--- config.mk ---
export PLATFORM = sky130hd
export DESIGN_NAME = lsc_compare
export DESIGN_NICKNAME = d
export VERILOG_FILES = /design/src/rtl/lsc_pkg.sv /design/src/rtl/lsc_compare.sv
export SDC_FILE = /design/constraint.sdc
export NUM_CORES = 1
export LEC_CHECK = 0
export BUFFER_PORTS_ARGS = -buffer_cell sky130_fd_sc_hd__buf_4
export CAP_MARGIN = 15
export CORE_MARGIN = 8
export CORE_UTILIZATION = 40
export CTS_BUF_LIST = sky130_fd_sc_hd__clkbuf_8 sky130_fd_sc_hd__clkbuf_16
export DETAILED_ROUTE_END_ITERATION = 8
export GPL_TIMING_DRIVEN = 0
export PLACE_DENSITY = 0.73
export SYNTH_ARGS = -nofsm -noshare
export SYNTH_HDL_FRONTEND = slang
export SYNTH_SLANG_ARGS = --single-unit
--- constraint.sdc ---
create_clock -name clk -period 2.2 [get_ports clk]
set_clock_uncertainty 0.05 [all_clocks]
set_input_delay 0.55 -clock clk [delete_from_list [all_inputs] [get_ports clk]]
set_output_delay 0.55 -clock clk [all_outputs]
set_load 0.02 [all_outputs]
--- src/rtl/lsc_pkg.sv ---
package lsc_pkg;
  typedef enum logic {
    ROLE_MASTER  = 1'b0,
    ROLE_CHECKER = 1'b1
  } role_e;
endpackage

--- src/rtl/lsc_compare.sv ---
// Holds the local core's would-be values one cycle, compares them with
// the shared bus on enabled bits, and keeps a sticky error flag.
module lsc_compare
  import lsc_pkg::*;
#(
  parameter int W = 32
) (
  input  logic         clk,
  input  logic         rst,
  input  role_e        role,
  input  logic [W-1:0] core_out,
  input  logic [W-1:0] core_oe,
  input  logic [W-1:0] bus_in,
  output logic         err
);
  logic [W-1:0] want_q;
  logic [W-1:0] mask_q;
  logic [W-1:0] bit_bad;
  logic         any_bad;

  always_ff @(posedge clk) begin
    if (rst) begin
      want_q <= '0;
      mask_q <= '0;
    end else begin
      want_q <= core_out;
      mask_q <= core_oe;
    end
  end

  for (genvar i = 0; i < W; i++) begin : g_cmp
    assign bit_bad[i] = mask_q[i] & (want_q[i] ^ bus_in[i]);
  end

  assign any_bad = (role == ROLE_CHECKER) && (|bit_bad);

  always_ff @(posedge clk) begin
    if (rst)          err <= 1'b0;
    else if (any_bad) err <= 1'b1;
  end
endmodule

**Word level (Yosys, flattened, before mapping)**

Cells that the tools add are included.

- Bitwise gates (word level): 64
- Reduce and logical (&&, ||, !) cells: 2

Operators by type and width:

| operator | number |
|---|---|
| AND 1 bit | 32 |
| OR reduction 32 bit | 1 |
| bitwise XOR 1 bit | 32 |
| logical AND 1 bit | 1 |

- Register bits: 65
- Output and inout port bits: 1
- Logic and storage cells: 69

**Logic depth before layout (Yosys ltp)**

- Depth after elaboration: 4
- Mapped depth: 5
- Mapped depth without buffers: 5

**Least setup slack after synthesis**

No wires, ideal clock.

- Kind: input -> register
- Start point: input port bus_in[14]
- End point: register err
- Arrival: 1.319 ns
- Required time: 2.020 ns
- Path slack: 0.701 ns
- Stages: 5
- Path buffers: 0
- Path through: xor2_1 > a22oi_1 > nand4_1 > nor4_1 > o22ai_1

- Word-level cells in the longest chain between the ends: 4

RTL lines:

| item | line | source |
|---|---|---|
| start: declaration | lsc_compare.sv:13 | `input logic [W-1:0] bus_in,` |
| bitwise XOR 1 bit | lsc_compare.sv:32 | `assign bit_bad[i] = mask_q[i] & (want_q[i] ^ bus_in[i]);` |
| AND 1 bit | lsc_compare.sv:32 |  |
| OR reduction 32 bit | lsc_compare.sv:35 | `assign any_bad = (role == ROLE_CHECKER) && (\|bit_bad);` |
| logical AND 1 bit | lsc_compare.sv:35 |  |
| end signal: assignment | lsc_compare.sv:38 | `if (rst) err <= 1'b0;` |
| end signal: assignment | lsc_compare.sv:39 | `else if (any_bad) err <= 1'b1;` |
| end: declaration | lsc_compare.sv:14 | `output logic err` |

Every way passes these cells.
A chain may end at the register's enable or synchronous reset.

**Final worst setup path**

- Start point: input port bus_in[30]
- End point: register err

Same word-level chain as after synthesis.

==> impl_results.md <==
- Status: complete, no violations
- Synth warn: 0
- Resize count post-CTS: 0
- Layout area overhead: 46.2%
- Psw: ~530 uW
- CP endpoint kind: register
- Distinct cells, synth: 10
- Post-route setup TNS: 0 ns
- Io pins: 100
- Hold WS: 0.381 ns
- Die area: 0.00806 sq mm
- Pin count of the biggest net entering global routing: 11
- PortBufs: about 100
- Initial antenna violation count: 0
- Final ANT Viol Nets: 0
- Max-cap viol count: 0
- Pint: 1910 uW
- Fin crit share: 0.729
- Max-slew headroom: 0.624
- First-pass DRT Iterations: 6
- Layout Nets: 400
- Clock Sinks: 65
- Total wire length: roughly 5.3 mm
- Worst R2R End: err
- Residual DRC: 0
- First-pass GRT wire length: between 8 and 9 mm
- Number of global-route vias before repair: 1784
- Fin worst setup slack: 0.595 ns
- Crit path DAT: 1.74 ns
- Max VDD drop: 447 uV
- #FFs+latches synth: 65
- Flop2flop setup slack: 0.63 ns
- Clock network fraction of total power: 0.370
- Final setup vio count: 0
- Sequential Power Share: 0.516
- Antenna cell count: 0
- Final Wtd Congestion: between 0.7 and 0.8
- Clock Latency Late Sink: 0.33 ns
- Clock root cell: clkbuf_8
- Buffer count from post-CTS setup fixing: 0
- Post-DP HPWL: 4.20 mm
- Core area: around 0.0054 sq mm
- CP Launch Type: input pin
- Commonest non-fill, non-tap cell in the layout: buf_4
- Switch share: 0.218
- Static leakage: between 0.001 and 0.0015 uW
- Avg Cell Area, Syn: 11.3 sq um
- PwrDens: 769 mW/mm^2
- CP startpoint: bus_in[30]
- CTS Hold Buffers Added: 0
- Reg2reg start: want_q[30]
- H-tree depth: 3
- Wire per inst: 14.1 um
- WP data required: 2.34 ns
- RSZ-0062 raised after global routing: false
- Minimum clock period: 1.60 ns
- Clock transition at path regs: roughly 0.07 ns
- Total GRT Usage: 0.134
- FMAX: 0.623 GHz
- Num rows: 27
- Cell area after synthesis: 0.00218 sq mm
- FILL cells: 473
- Chip Height: 89.8 um
- Setup crit end: err
- Worst hold-check path type: input pin to register
- Clk buf depth: 2
- Final Util: 0.592
- Worst-Margin Slew: roughly 0.56 ns
- CTS Buf Count: 9
- TritonCTS clock tree: done
- Via/cell ratio: approximately 4.3
- Vias: 1615
- Number of DRC markers in iteration 0: 37
- Final Max Slew Viols: 0
- Syn nets: ~290
- Crit Path Max Fanout: 1
- Layout cell share with drive strength beyond 1: 0.370
- Post-synthesis sequential area ratio: 0.598
- Final Hold Viols: 0
- Syn Inst Count: 192
- Pwr Total: around 2400 uW
- Global route overflow: 0
- Most frequent cells in the layout: buf_4, dfxtp_1, nor2b_1
- Setup WS pre-CTS: 0.291 ns
- Logic gate share of total power: 0.114
- Die width: 89.8 um
- Register-to-Register Path Depth: 5
- Crit path kind: input pin to register
- Initial core utilization: 0.405
-- registers in the layout, indices dropped and copies added, names as in the netlist --
register	cells
mask_q	32
want_q	32
err	1
-- through the flow --
stage          instance area (sq um)  cells
4_1_cts                         3180    377
2_1_floorplan                   2180    192
3_3_place_gp                    3000    362
5_1_grt                         3180    377
3_5_place_dp                    3000    362
6_report                        3180    377
-- power groups by stage --
stage / registers [uW] / clock network (uW) / logic [uW]
after global placement: 1290 / 0 / 277
final: 1260 / 905 / 280
after CTS: 1260 / 924 / 284
after detailed placement: 1290 / 0 / 282
after floorplan: 1290 / 0 / 115
after global routing: 1270 / 989 / 307
-- cell usage after synthesis (all sizes together) --
| library cell | n | share of area |
|---|---|---|
| nand4 | 4 | 0.011 |
| nor2b | 64 | 0.18 |
| xor2 | 32 | 0.13 |
| nor4 | 1 | 0.0029 |
| dfxtp | 65 | 0.60 |
| inv | 1 | 0.0017 |
| a22oi | 16 | 0.055 |
| clkbuf | 7 | 0.012 |
| nand2b | 1 | 0.0029 |
| o22ai | 1 | 0.0029 |
-- cell families after synthesis --
group	after synthesis	synth area share
AND/OR/NAND/NOR	70	0.201
flip-flops	65	0.598
XOR/XNOR	32	0.129
AO/OA/AOI/OAI	17	0.0581
buffers and inverters	8	0.0138
-- worst max-delay path, stage by stage --
cell and delay (ns):
buf_4 0.11, xor2_1 0.15, a22oi_1 0.30, nand4_1 0.17
nor4_1 0.33, o22ai_1 0.12
-- worst min-delay path by stage --
stage | startpoint | to | slack (ns) | depth (start not counted)
after floorplan | err | err | 0.50 | 2
after global placement | err | err | 0.41 | 2
after detailed placement | err | err | 0.41 | 2
after CTS | core_out[11] | want_q[11] | 0.37 | 2
after global routing | core_oe[0] | mask_q[0] | 0.37 | 2
final | core_oe[17] | mask_q[17] | 0.38 | 2
-- cell type report --
type	instances	area [sq um]	share of cell area
Buffer	7	26.3	0.00826
Clock buffer	12	165	0.0519
Clock inverter	3	15.0	0.00472
Inverter	1	3.75	0.00118
Multi-Input combinational cell	119	845	0.265
Sequential cell	65	1300	0.409
Tap cell	72	90.1	0.0283
Timing Repair Buffer	98	736	0.231
-- layer usage --
layer  vias up  track usage  wire length [um]
met4         0       0.0762               116
met3        10       0.0449               390
met1       714        0.148              2230
met5         -            0                 0
li1        832            -                 -
met2        59        0.222              2570
Note: power is estimated with default switching activity, not from simulation.
